`src/rtl/tmr_pkg.sv`:
```
package tmr_pkg;
  typedef enum logic [1:0] {
    MODE_OFF     = 2'b00,
    MODE_RESTART = 2'b01,
    MODE_ONESHOT = 2'b10,
    MODE_CONT    = 2'b11
  } tmrMode_e;

  typedef struct packed {
    logic ldCnt;
    logic ldMode;
    logic incCnt;
    logic clrCnt;
    logic setPend;
    logic setStop;
    logic clrStop;
  } tmrStrobe_t;
endpackage

```
`src/rtl/tmr_ctrl.sv`:
```
module tmr_ctrl
  import tmr_pkg::*;
#(
  parameter int PER_W = 28
) (
  input  logic             tickEn,
  input  logic             wrEn,
  input  logic             wrSel,
  input  logic [1:0]       wrMode,
  input  logic [1:0]       curMode,
  input  logic             enBit,
  input  logic [PER_W-1:0] period,
  input  logic [PER_W-1:0] cntLow,
  input  logic             stopQ,
  output tmrStrobe_t       strobe
);
  logic [PER_W-1:0] nextLow;
  logic             active;
  logic             step;
  logic             hit;
  tmrMode_e         modeE;

  always_comb begin
    modeE   = tmrMode_e'(curMode);
    nextLow = cntLow + 1'b1;
    active  = (modeE != MODE_OFF) && !stopQ;
    // hardware update only runs in a cycle with no software write
    step    = active && tickEn && !wrEn;
    hit     = step && (nextLow == period);

    strobe.ldCnt   = wrEn && !wrSel;
    strobe.ldMode  = wrEn && wrSel;
    strobe.clrStop = wrEn && wrSel && (wrMode != MODE_OFF);
    strobe.clrCnt  = hit && (modeE == MODE_RESTART);
    strobe.incCnt  = step && !strobe.clrCnt;
    strobe.setPend = hit && enBit;
    strobe.setStop = hit && (modeE == MODE_ONESHOT);
  end
endmodule

```
`src/rtl/tmr_datapath.sv`:
```
module tmr_datapath
  import tmr_pkg::*;
#(
  parameter int DATA_W = 32
) (
  input  logic              clk,
  input  logic              rstN,
  input  tmrStrobe_t        strobe,
  input  logic [DATA_W-1:0] wrData,
  input  logic              rdSel,
  output logic [DATA_W-1:0] countQ,
  output logic [DATA_W-1:0] modeQ,
  output logic              stopQ,
  output logic [DATA_W-1:0] rdData,
  output logic              irq
);
  localparam int PER_W    = DATA_W - 4;
  localparam int PEND_BIT = PER_W;

  always_ff @(posedge clk) begin
    if (!rstN) begin
      countQ <= '0;
      modeQ  <= '0;
      stopQ  <= 1'b0;
    end else begin
      if (strobe.ldCnt)       countQ <= wrData;
      else if (strobe.clrCnt) countQ <= '0;
      else if (strobe.incCnt) countQ <= countQ + 1'b1;

      if (strobe.ldMode)       modeQ <= wrData;
      else if (strobe.setPend) modeQ[PEND_BIT] <= 1'b1;

      if (strobe.clrStop)      stopQ <= 1'b0;
      else if (strobe.setStop) stopQ <= 1'b1;
    end
  end

  assign rdData = rdSel ? modeQ : countQ;
  assign irq    = modeQ[PEND_BIT];
endmodule

```
`src/rtl/tick_timer.sv`:
```
module tick_timer
  import tmr_pkg::*;
#(
  parameter int DATA_W = 32
) (
  input  logic              clk,
  input  logic              rstN,
  input  logic              wrEn,
  input  logic              wrSel,
  input  logic [DATA_W-1:0] wrData,
  input  logic              rdSel,
  output logic [DATA_W-1:0] rdData,
  input  logic              tickEn,
  output logic              irq
);
  localparam int PER_W   = DATA_W - 4;
  localparam int EN_BIT  = PER_W + 1;
  localparam int MODE_LO = PER_W + 2;

  tmrStrobe_t        strobe;
  logic [DATA_W-1:0] countQ;
  logic [DATA_W-1:0] modeQ;
  logic              stopQ;

  tmr_ctrl #(.PER_W(PER_W)) u_ctrl (
    .tickEn (tickEn),
    .wrEn   (wrEn),
    .wrSel  (wrSel),
    .wrMode (wrData[MODE_LO +: 2]),
    .curMode(modeQ[MODE_LO +: 2]),
    .enBit  (modeQ[EN_BIT]),
    .period (modeQ[PER_W-1:0]),
    .cntLow (countQ[PER_W-1:0]),
    .stopQ  (stopQ),
    .strobe (strobe)
  );

  tmr_datapath #(.DATA_W(DATA_W)) u_dp (
    .clk   (clk),
    .rstN  (rstN),
    .strobe(strobe),
    .wrData(wrData),
    .rdSel (rdSel),
    .countQ(countQ),
    .modeQ (modeQ),
    .stopQ (stopQ),
    .rdData(rdData),
    .irq   (irq)
  );
endmodule

```
`config.mk`:
```
export PLATFORM = sky130hd
export DESIGN_NAME = tick_timer
export DESIGN_NICKNAME = d
export VERILOG_FILES = /design/src/rtl/tmr_pkg.sv /design/src/rtl/tmr_ctrl.sv /design/src/rtl/tmr_datapath.sv /design/src/rtl/tick_timer.sv
export SDC_FILE = /design/constraint.sdc
export NUM_CORES = 1
export LEC_CHECK = 0
export ABC_AREA = 1
export BUFFER_PORTS_ARGS = -buffer_cell sky130_fd_sc_hd__buf_4
export CAP_MARGIN = 0
export CORE_UTILIZATION = 45
export CTS_CLUSTER_SIZE = 10
export DETAILED_ROUTE_END_ITERATION = 10
export GPL_TIMING_DRIVEN = 0
export HOLD_SLACK_MARGIN = 0.08
export PLACE_DENSITY = 0.69
export SYNTH_ARGS = -nofsm -noshare
export SYNTH_HDL_FRONTEND = slang
export SYNTH_HIERARCHICAL = 1
export SYNTH_SLANG_ARGS = --single-unit
```
`constraint.sdc`:
```
create_clock -name clk -period 3.3 [get_ports clk]
set_clock_uncertainty 0.15 [all_clocks]
set_input_delay 0.495 -clock clk [delete_from_list [all_inputs] [get_ports clk]]
set_output_delay 0.495 -clock clk [all_outputs]
set_load 0.01 [all_outputs]
```
# Word level (Yosys, flattened, before mapping)

Index checks and enable logic that the tools add are counted.
Widths: inputs -> output; s select.

$add $sub $neg: 2
$mul: 0
Divide/modulo/power cells: 0
Magnitude comparators: 0
Equality and inequality tests: 3
Shift operators: 0
Multiplexer cells: 6
Bitwise operators: 1
Reductions and logical operators: 20

Operator list:

| operator              | count |
|---|---|
| $mux 32               | 4 |
| $add 32x1->32 const B | 1 |
| $add 28x1->28 const B | 1 |
| $eq 28x28->1          | 1 |
| $logic_and 1x1->1     | 11 |
| $reduce_bool 2->1     | 3 |
| $logic_not 1->1       | 4 |
| $reduce_bool 3->1     | 1 |
| $eq 2x1->1 const B    | 1 |
| $eq 2x2->1 const B    | 1 |
| $mux 1                | 2 |
| $reduce_or 2->1       | 1 |
| $not 1->1             | 1 |

Register bits: 65
Latch bits: 0
RAM bits: 0
Bits in read-only memories: 0
Bits of input ports: 38
Output and inout bits: 33
Word-level logic and storage cells: 36
Memories kept: 0

# Longest topological paths before layout

Gate-level depths: netlist (run 1).

Word-level depth: 11
Gate-level depth with buffers: 21
Mapped depth without buffers: 19

# Hierarchy

Netlist (run 1), hierarchy kept.

Modules (own cells, without submodules):

| module       | instances | cells each | area an instance (µm²) | seq. area each (µm²) |
|---|---|---|---|---|
| tmr_datapath | 1         | 593        | 3728.6                 | 1301.2 |
| tmr_ctrl     | 1         | 284        | 1408.9                 | 0.0 |

# Worst setup path after synthesis (run 1)

OpenSTA, ideal clock, no wires.

Path type: register -> register
From: register u_dp.countQ[0]
To: register u_dp.countQ[10]
Setup time: 0.070 ns
Arrival time: 2.547 ns
Data required time: 3.080 ns
Slack: 0.533 ns
Stages on the path, launching flop included: 20
Buffers on the path: 2
Path through: dfxtp_1 -> ha_1 -> nand2_2 -> nor2_8 -> nand2_4 -> nor2_4 -> nand4_1 -> nand2_1 -> nand3_2 -> nor2_2 -> nand4_2 -> nor2_2 -> nor2_1 -> inv_1 -> nand2_2 -> inv_1 -> buf_4 -> buf_6 -> a21oi_1 -> a21oi_1

RTL lines:

| what                   | RTL line           | source |
|---|---|---|
| from (decl)            | tmr_datapath.sv:11 | `output logic [DATA_W-1:0] countQ,` |
| from (signal assigned) | tmr_datapath.sv:26 | `if (strobe.ldCnt) countQ <= wrData;` |
| from (signal assigned) | tmr_datapath.sv:28 | `else if (strobe.incCnt) countQ <= countQ + 1'b1;` |

==> results.cfg, run 1 <==
[outcome]
outcome = completed

[floorplan]
coreArea_um2 = 11000
die-area_um2 = 11800
io_pins = 71
die-height_um = 109
initial_utilization = 0.467
placement_rows = 38
die-width_um = 109

[pwr]
power_density_nw_per_um2 = 409
vdd_drop_max_v = 0.000258
leakagePower_uw = 0.00263

[final_layout]
fin_nets = 998
layout.cells.most_common = sky130_fd_sc_hd__nand2_1
syn_to_final_growth_pct = 22.1
final_cell_mix = sky130_fd_sc_hd__nand2_1 (233), sky130_fd_sc_hd__nor2_1 (137), sky130_fd_sc_hd__o21ai_0 (104)
post_route_cells_drive_above_1_share = 0.173
antennaDiodeCount = 0

[routing]
highest_layer = met4
met2_length_um = 7680
dr_total_vias = 5978
drtAntennaViolNets = 0
drtIter0Drc = 480
routedWlPerCell_um = 16.0
drt-pass1-iter-count = 5
m1WireLength_um = 8290
wl_met3_um = 1310
detail_route.vias_per_cell = 5.42
drt-total-wl_um = 17700
drc = 0

[worst_setup_path]
ff2ff_path_depth = 18
critical_path_required_ps = 3420
startpoint_type = register
timing.rr.end = u_dp/countQ[18]$_SDFFE_PN0P_
worst-endpoint-arrival_ps = 3270
critical_path.endpoint_type = register
critical_path.reg2reg.startpoint = u_dp/countQ[6]$_SDFFE_PN0P_
r2r_slack_ps = 150
crit_path_max_fanout = 10
timing_worst_setup_path_type = reg -> reg

[timing]
final_period_minus_worst_setup_slack_ps = 3150
max_freq_ghz = 0.317
timing_worst_slew_pin_value_ps = 720
fin_hold_ws_ps = 237
setup_viol = 0
number_of_pins_exceeding_their_max_slew_limit_in_the_final_report = 0
worst_slack_ps = 147
slew-limit-headroom = 0.520
hold_viol_final = 0
tns_ps = 0
period_share = 0.955

[placed_design]
port-buffer-count = 69
place.detailed.hpwl_um = 13600
dp_worst_setup_slack_ps = -214
finalWeightedCongestion = 0.988

[logic_synthesis]
syn-mean-instance-area_um2 = 5.86
synth_area_um2 = 5130
synth-warning-count = 6
syn_inst = 876
syn_nets = 916

[cts]
cts_tree = done
htreeDepth = 3
numCtsBuffers = 9
cts-root-to-sink-buffers = 2
clock-sinks = 65
clock_insertion_delay_worst_skew_ps = 340
clockRootBuffer = sky130_fd_sc_hd__clkbuf_16
clkSlewWorstSetupHoldPaths_ps = 60

[flow_run]
maxCapViolCount = 0

[global_routing]
grt_first_pass_wirelength_um = 27400
track_usage = 0.309
number_of_antenna_violations_at_the_first_check_in_global_routing = 0
via_count_of_the_first_global_routing_pass = 5315
largest_net_degree_at_the_start_of_global_routing = 11
gr-total-overflow = 0

[min_path]
worst_hold_startpoint = wrData[26]
hold_path.class = in -> reg
worst_hold_path.num_cells = 3
holdPathEnd = u_dp/modeQ[26]$_SDFFE_PN0P_
[critical path, cell delays in order (launching register included)]
cell	delay, ps
sky130_fd_sc_hd__dfxtp_1	480
sky130_fd_sc_hd__nand2_2	130
sky130_fd_sc_hd__nor2_2	250
sky130_fd_sc_hd__nand2_1	90
sky130_fd_sc_hd__nor2_1	190
sky130_fd_sc_hd__nand2_1	80
sky130_fd_sc_hd__nand2_1	80
sky130_fd_sc_hd__nand2_1	60
sky130_fd_sc_hd__nand2_1	60
sky130_fd_sc_hd__nand2_1	60
sky130_fd_sc_hd__nor2_2	170
sky130_fd_sc_hd__nand4_4	200
sky130_fd_sc_hd__nor2_4	160
sky130_fd_sc_hd__buf_12	120
sky130_fd_sc_hd__nor2_8	50
sky130_fd_sc_hd__nand2_4	110
sky130_fd_sc_hd__clkbuf_1	350
sky130_fd_sc_hd__o21ai_0	180
sky130_fd_sc_hd__a21oi_1	140
[final cells by class]
class | instances | area, um^2
plain buffers | 32 | 148
clock buffers | 13 | 270
clock inverters | 2 | 60.1
fillers | 1134 | 4720
inverters | 82 | 308
multi-input cells | 697 | 3430
flip-flops and latches | 65 | 1320
well taps | 140 | 175
repair buffers | 71 | 546
[flip-flops by register name (all words and copies together), names as in the netlist]
register,flops
u_dp/modeQ,32
u_dp/stopQ,1
u_dp/countQ,32
[routing by layer]
metal	track usage	vias up
li1	-	3003
met1	0.433	2727
met2	0.476	217
met3	0.0538	31
met4	0.0985	0
met5	0	-
[repair_timing]
item / in CTS / in global routing
buffers inserted: 0 / 2
hold buffers: 0 / 0
pin swaps: 1 / 4
setup endpoints to repair: 32 / 32
hold endpoints to repair: 0 / 0
gates resized for setup: 9 / 26
[where the power goes]
part           internal, uW  switching [uW]
Combinational           217             319
Clock                   720             365
Sequential              846            97.7
Total                  1780             782
[stage by stage]
step           std cells  utilization  instance area [um^2]  total power, uW
2_1_floorplan        876            -                  5130             1250
3_3_place_gp        1085        0.530                  5820             1460
3_5_place_dp        1085        0.530                  5820             1470
4_1_cts             1100        0.563                  6180             2560
5_1_grt             1102        0.570                  6260             2670
6_report            1102        0.570                  6260             2560
[worst max path at each step]
stage / start / endpoint / slack, ps / cells after the start
final: u_dp/countQ[6]$_SDFFE_PN0P_ / u_dp/countQ[18]$_SDFFE_PN0P_ / 150 / 18
after global routing: u_dp/countQ[12]$_SDFFE_PN0P_ / u_dp/countQ[8]$_SDFFE_PN0P_ / -50 / 20
after CTS: u_dp/countQ[0]$_SDFFE_PN0P_ / u_dp/countQ[6]$_SDFFE_PN0P_ / 30 / 21
after detailed placement: u_dp/countQ[0]$_SDFFE_PN0P_ / u_dp/countQ[6]$_SDFFE_PN0P_ / -210 / 19
after global placement: u_dp/countQ[0]$_SDFFE_PN0P_ / u_dp/countQ[6]$_SDFFE_PN0P_ / -170 / 19
after floorplan: u_dp/countQ[0]$_SDFFE_PN0P_ / u_dp/countQ[10]$_SDFFE_PN0P_ / 530 / 19
Power figures use the tool's default switching activity.
==> inputs of run 2 (changes only) <==
--- a/config.mk
+++ b/config.mk
@@ -14,6 +14,7 @@
 export GPL_TIMING_DRIVEN = 0
 export HOLD_SLACK_MARGIN = 0.08
 export PLACE_DENSITY = 0.69
+export RECOVER_POWER = 50
 export SYNTH_ARGS = -nofsm -noshare
 export SYNTH_HDL_FRONTEND = slang
 export SYNTH_HIERARCHICAL = 1
==> results.cfg, run 2 (synthesis results as in run 1) <==
[timing]
setup_viol = 0
number_of_pins_exceeding_their_max_slew_limit_in_the_final_report = 0
slew-limit-headroom = 0.540
timing_worst_slew_pin_value_ps = 690
period_share = 0.950
hold_viol_final = 0
max_freq_ghz = 0.319
final_period_minus_worst_setup_slack_ps = 3130
worst_slack_ps = 166

[final_layout]
layout.cells.most_common = sky130_fd_sc_hd__nand2_1
fin_nets = 998
final_cell_mix = sky130_fd_sc_hd__nand2_1 (233), sky130_fd_sc_hd__nor2_1 (137), sky130_fd_sc_hd__o21ai_0 (104)
syn_to_final_growth_pct = 20.9
antennaDiodeCount = 0
post_route_cells_drive_above_1_share = 0.155
finalNonFillerCells = 1102
layout_top_registers = u_dp/countQ x32, u_dp/modeQ x32, u_dp/stopQ x1

[placed_design]
finalWeightedCongestion = 0.988
placed_cells_incl_taps = 1085
port-buffer-count = 69
place.detailed.hpwl_um = 13600
dp_worst_setup_slack_ps = -214

[worst_setup_path]
crit_path_max_incr_delay_ps = 480
startpoint_type = register
timing.rr.end = u_dp/countQ[18]$_SDFFE_PN0P_
crit_path_max_fanout = 10
path_delay_family = simple AND/OR/NAND/NOR gates
critPathBufInv = 2
critical_path.endpoint_type = register
timing_worst_setup_path_type = reg -> reg
worst-endpoint-arrival_ps = 3250
r2r_slack_ps = 170
worstPathCellList = nand2_2, nor2_2, nand2_1, nor2_1, nand2_1, nand2_1, nand2_1, nand2_1, nand2_1, nor2_2, nand4_4, nor2_4, buf_12, nor2_8, nand2_4, clkbuf_1, o21ai_0, a21oi_1
critical_path_required_ps = 3420
crit_cells = 18
cpMaxStageDelayCell = sky130_fd_sc_hd__dfxtp_1
critical_path.reg2reg.startpoint = u_dp/countQ[6]$_SDFFE_PN0P_
ff2ff_path_depth = 18
cp_common_cell = sky130_fd_sc_hd__nand2_1

[min_path]
worst_hold_path.num_cells = 3
hold_path.class = in -> reg
worst_hold_startpoint = wrData[19]
holdPathEnd = u_dp/modeQ[19]$_SDFFE_PN0P_

[floorplan]
die-height_um = 109
die-width_um = 109
io_pins = 71
placement_rows = 38
initial_utilization = 0.467
die-area_um2 = 11800
coreArea_um2 = 11000

[global_routing]
largest_net_degree_at_the_start_of_global_routing = 11
track_usage = 0.309
grt_first_pass_wirelength_um = 27400
number_of_antenna_violations_at_the_first_check_in_global_routing = 0
gr-total-overflow = 0
via_count_of_the_first_global_routing_pass = 5315

[cts]
clockRootBuffer = sky130_fd_sc_hd__clkbuf_16
cts-root-to-sink-buffers = 2
clock-sinks = 65
cts_tree = done
post_cts_hold_buffer_count = 0
clock_insertion_delay_worst_skew_ps = 340
htreeDepth = 3
numCtsBuffers = 9
clkSlewWorstSetupHoldPaths_ps = 60

[routing]
drt-pass1-iter-count = 5
drtAntennaViolNets = 0
drt-total-wl_um = 17600
routedWlPerCell_um = 16.0
drtIter0Drc = 536
drc = 0
dr_total_vias = 5968
detail_route.vias_per_cell = 5.42

[pwr]
leakagePower_uw = 0.00256
vdd_drop_max_v = 0.000258
power_density_nw_per_um2 = 411

[flow_run]
maxCapViolCount = 0

[outcome]
outcome = completed
==> run 2: layout make-up <==
| class | count | area [um^2] |
|---|---|---|
| fill | 1147 | 4780 |
| clock inverter | 2 | 60.1 |
| timing repair buffer | 71 | 482 |
| tap | 140 | 175 |
| inverter | 82 | 308 |
| clock buffer | 13 | 270 |
| multi-input combinational | 697 | 3430 |
| buffer | 32 | 148 |
| sequential | 65 | 1320 |
==> run 2: worst max path at each step <==
stage | from | endpoint
floorplan | u_dp/countQ[0]$_SDFFE_PN0P_ | u_dp/countQ[10]$_SDFFE_PN0P_
global placement | u_dp/countQ[0]$_SDFFE_PN0P_ | u_dp/countQ[6]$_SDFFE_PN0P_
detailed placement | u_dp/countQ[0]$_SDFFE_PN0P_ | u_dp/countQ[6]$_SDFFE_PN0P_
CTS | u_dp/countQ[0]$_SDFFE_PN0P_ | u_dp/countQ[6]$_SDFFE_PN0P_
global route | u_dp/countQ[12]$_SDFFE_PN0P_ | u_dp/countQ[8]$_SDFFE_PN0P_
finish | u_dp/countQ[6]$_SDFFE_PN0P_ | u_dp/countQ[18]$_SDFFE_PN0P_
==> run 2: metrics by stage <==
| stage | total power, uW | util | hold slack [ps] | setup TNS [ps] | cell area, um^2 |
|---|---|---|---|---|---|
| 2_1_floorplan | 1250 | - | 313 | 0 | 5130 |
| 3_3_place_gp | 1460 | 0.530 | 337 | -2780 | 5820 |
| 3_5_place_dp | 1470 | 0.530 | 333 | -3850 | 5820 |
| 4_1_cts | 2560 | 0.563 | 234 | 0 | 6180 |
| 5_1_grt | 2660 | 0.564 | 243 | -271 | 6200 |
| 6_report | 2550 | 0.564 | 236 | 0 | 6200 |
==> run 2: per-layer routing <==
layer	track usage	wire, um	up-vias
met4	0.0985	352	0
met5	0	0	-
met1	0.433	8260	2726
li1	-	-	2999
met2	0.476	7610	215
met3	0.0538	1370	28
==> run 2: worst reg2reg max path, cell delays in order, from the launching register on <==
cell and delay (ps):
sky130_fd_sc_hd__dfxtp_1 480, sky130_fd_sc_hd__nand2_2 130, sky130_fd_sc_hd__nor2_2 240, sky130_fd_sc_hd__nand2_1 90, sky130_fd_sc_hd__nor2_1 190, sky130_fd_sc_hd__nand2_1 80
sky130_fd_sc_hd__nand2_1 80, sky130_fd_sc_hd__nand2_1 60, sky130_fd_sc_hd__nand2_1 60, sky130_fd_sc_hd__nand2_1 60, sky130_fd_sc_hd__nor2_2 170, sky130_fd_sc_hd__nand4_4 200
sky130_fd_sc_hd__nor2_4 170, sky130_fd_sc_hd__buf_12 120, sky130_fd_sc_hd__nor2_8 50, sky130_fd_sc_hd__nand2_4 110, sky130_fd_sc_hd__clkbuf_1 340, sky130_fd_sc_hd__o21ai_0 170
sky130_fd_sc_hd__a21oi_1 140
==> run 2: power by group <==
part	internal [uW]	switching, uW	total, uW
clock	720	364	1080
combinational	204	317	521
sequential	846	97.8	944
total	1770	779	2550
==> run 2: what timing repair did <==
| action | 4_1_cts | 5_1_grt |
|---|---|---|
| setup buffers | 0 | 2 |
| gates resized for setup | 9 | 26 |
| pin swaps | 1 | 4 |
| setup endpoints to repair | 32 | 32 |
==> inputs of run 3 (changes only) <==
--- a/config.mk
+++ b/config.mk
@@ -8,12 +8,12 @@
 export ABC_AREA = 1
 export BUFFER_PORTS_ARGS = -buffer_cell sky130_fd_sc_hd__buf_4
 export CAP_MARGIN = 0
-export CORE_UTILIZATION = 45
+export CORE_UTILIZATION = 59
 export CTS_CLUSTER_SIZE = 10
 export DETAILED_ROUTE_END_ITERATION = 10
 export GPL_TIMING_DRIVEN = 0
 export HOLD_SLACK_MARGIN = 0.08
-export PLACE_DENSITY = 0.69
+export PLACE_DENSITY = 0.86
 export RECOVER_POWER = 50
 export SYNTH_ARGS = -nofsm -noshare
 export SYNTH_HDL_FRONTEND = slang
==> constraint.sdc (replaced) <==
create_clock -name clk -period 2.9 [get_ports clk]
set_clock_uncertainty 0.15 [all_clocks]
set_input_delay 0.435 -clock clk [delete_from_list [all_inputs] [get_ports clk]]
set_output_delay 0.435 -clock clk [all_outputs]
set_load 0.01 [all_outputs]
==> results.cfg, run 3 (synthesis results as in run 1) <==
[pwr]
leakagePower_uw = 0.00271
vdd_drop_max_v = 0.000278
power_density_nw_per_um2 = 397

[global_routing]
gr-total-overflow = 0
number_of_antenna_violations_at_the_first_check_in_global_routing = 0
largest_net_degree_at_the_start_of_global_routing = 13
track_usage = 0.428
grt_first_pass_wirelength_um = 29300
via_count_of_the_first_global_routing_pass = 5852

[cts]
clockRootBuffer = sky130_fd_sc_hd__clkbuf_8
clkSlewWorstSetupHoldPaths_ps = 90
cts_tree = done
cts-root-to-sink-buffers = 2
numCtsBuffers = 9
post_cts_hold_buffer_count = 0
clock-sinks = 65
htreeDepth = 3
clock_insertion_delay_worst_skew_ps = 350

[floorplan]
die-height_um = 95.2
io_pins = 71
die-width_um = 95.2
initial_utilization = 0.618
die-area_um2 = 9070
placement_rows = 33
coreArea_um2 = 8300

[final_layout]
final-seq-area_um2 = 1350
layout_top_registers = u_dp/countQ x32, u_dp/modeQ x32, u_dp/stopQ x1
layout.cells.most_common = sky130_fd_sc_hd__nand2_1
filler_cell_count = 641
fin_nets = 1015
post_route_cells_drive_above_1_share = 0.240
antennaDiodeCount = 0
final_cell_mix = sky130_fd_sc_hd__nand2_1 (233), sky130_fd_sc_hd__nor2_1 (131), sky130_fd_sc_hd__o21ai_0 (88)
finalCoreUtilization = 0.782
syn_to_final_growth_pct = 26.4
multi_input_area_um2 = 3620

[placed_design]
finalWeightedCongestion = 1.00
port-buffer-count = 69
place.detailed.hpwl_um = 14100

[outcome]
outcome = finished with violations
violations = setup timing

[worst_setup_path]
worst-endpoint-arrival_ps = 3090
ff2ff_path_depth = 18
critical_path.endpoint_type = register
critical_path_required_ps = 2980
startpoint_type = register
crit_path_max_fanout = 7
timing_worst_setup_path_type = reg -> reg

[timing]
period_share = 1.04
rsz_0062_raised_after_global_routing = true
hold_viol_final = 0
tns_ps = -1420
number_of_pins_exceeding_their_max_slew_limit_in_the_final_report = 0
worst_slack_ps = -105
setup_viol = 21
slew-limit-headroom = 0.383
final_period_minus_worst_setup_slack_ps = 3010
max_freq_ghz = 0.333
timing_worst_slew_pin_value_ps = 926

[routing]
detail_route.vias_per_cell = 5.95
drt-pass1-iter-count = 5
drtIter0Drc = 655
routedWlPerCell_um = 17.8
drtAntennaViolNets = 0
drt-total-wl_um = 19300
drc = 0
dr_total_vias = 6456

[min_path]
worst_hold_path.num_cells = 3
hold_path.class = in -> reg

[flow_run]
maxCapViolCount = 0
## run 3: worst paths after layout
path / start / slack (ps) / to
setup reg to reg: u_dp/countQ[9]$_SDFFE_PN0P_ / -110 / u_dp/countQ[18]$_SDFFE_PN0P_
hold / removal: wrData[24] / 170 / u_dp/modeQ[24]$_SDFFE_PN0P_
setup / recovery: u_dp/countQ[9]$_SDFFE_PN0P_ / -110 / u_dp/countQ[18]$_SDFFE_PN0P_
hold reg to reg: u_dp/stopQ$_SDFFE_PP0P_ / 340 / u_dp/stopQ$_SDFFE_PP0P_
## run 3: critical path, cell delays in order (launching register included)
cell and delay, ps:
sky130_fd_sc_hd__dfxtp_2 450, sky130_fd_sc_hd__nand2_1 160, sky130_fd_sc_hd__nor2_4 180, sky130_fd_sc_hd__nand2_1 70, sky130_fd_sc_hd__nor2_1 200, sky130_fd_sc_hd__nand3b_1 130, sky130_fd_sc_hd__nand3_1 120, sky130_fd_sc_hd__nand2_1 80
sky130_fd_sc_hd__nor2_2 220, sky130_fd_sc_hd__nand4_4 190, sky130_fd_sc_hd__nor2_4 160, sky130_fd_sc_hd__buf_12 120, sky130_fd_sc_hd__nor2_8 40, sky130_fd_sc_hd__nand2_4 100, sky130_fd_sc_hd__inv_4 40, sky130_fd_sc_hd__buf_6 140
sky130_fd_sc_hd__buf_12 150, sky130_fd_sc_hd__a21oi_2 140, sky130_fd_sc_hd__a21oi_2 70
## run 3: through the flow
step	setup WS, ps	cells	hold slack (ps)	instance area [um^2]	total power [uW]
2_1_floorplan	133	876	313	5130	1430
5_1_grt	-208	1085	177	6490	2690
4_1_cts	-34.7	1078	162	6230	2480
3_3_place_gp	-588	1050	328	5780	1650
6_report	-105	1085	167	6490	2580
3_5_place_dp	-695	1050	330	5780	1680
## run 3: what timing repair did
item / in CTS / in global routing
setup buffers: 12 / 6
gates cloned: 0 / 1
hold endpoints to repair: 0 / 0
gates resized for setup: 56 / 77
pin swaps: 13 / 21
setup endpoints to repair: 32 / 32
## run 3: where the power goes
part           total (uW)  leakage, uW  switching, uW  internal (uW)
clock                 785    0.0000912            390            395
combinational         709      0.00207            418            290
sequential           1080     0.000548            118            964
total                2580      0.00271            926           1650
## run 3: metal layers
metal / GRT usage / part of all wire
met1: 0.559 / 0.41
met2: 0.658 / 0.44
met3: 0.111 / 0.11
met4: 0.191 / 0.035
met5: 0 / 0
## run 3: area by class of cell
class / count / share of cell area
multi-input combinational: 697 / 0.558
sequential: 65 / 0.208
timing repair buffer: 88 / 0.108
inverter: 82 / 0.0482
buffer: 32 / 0.0278
tap: 105 / 0.0203
clock buffer: 9 / 0.0191
clock inverter: 7 / 0.0110
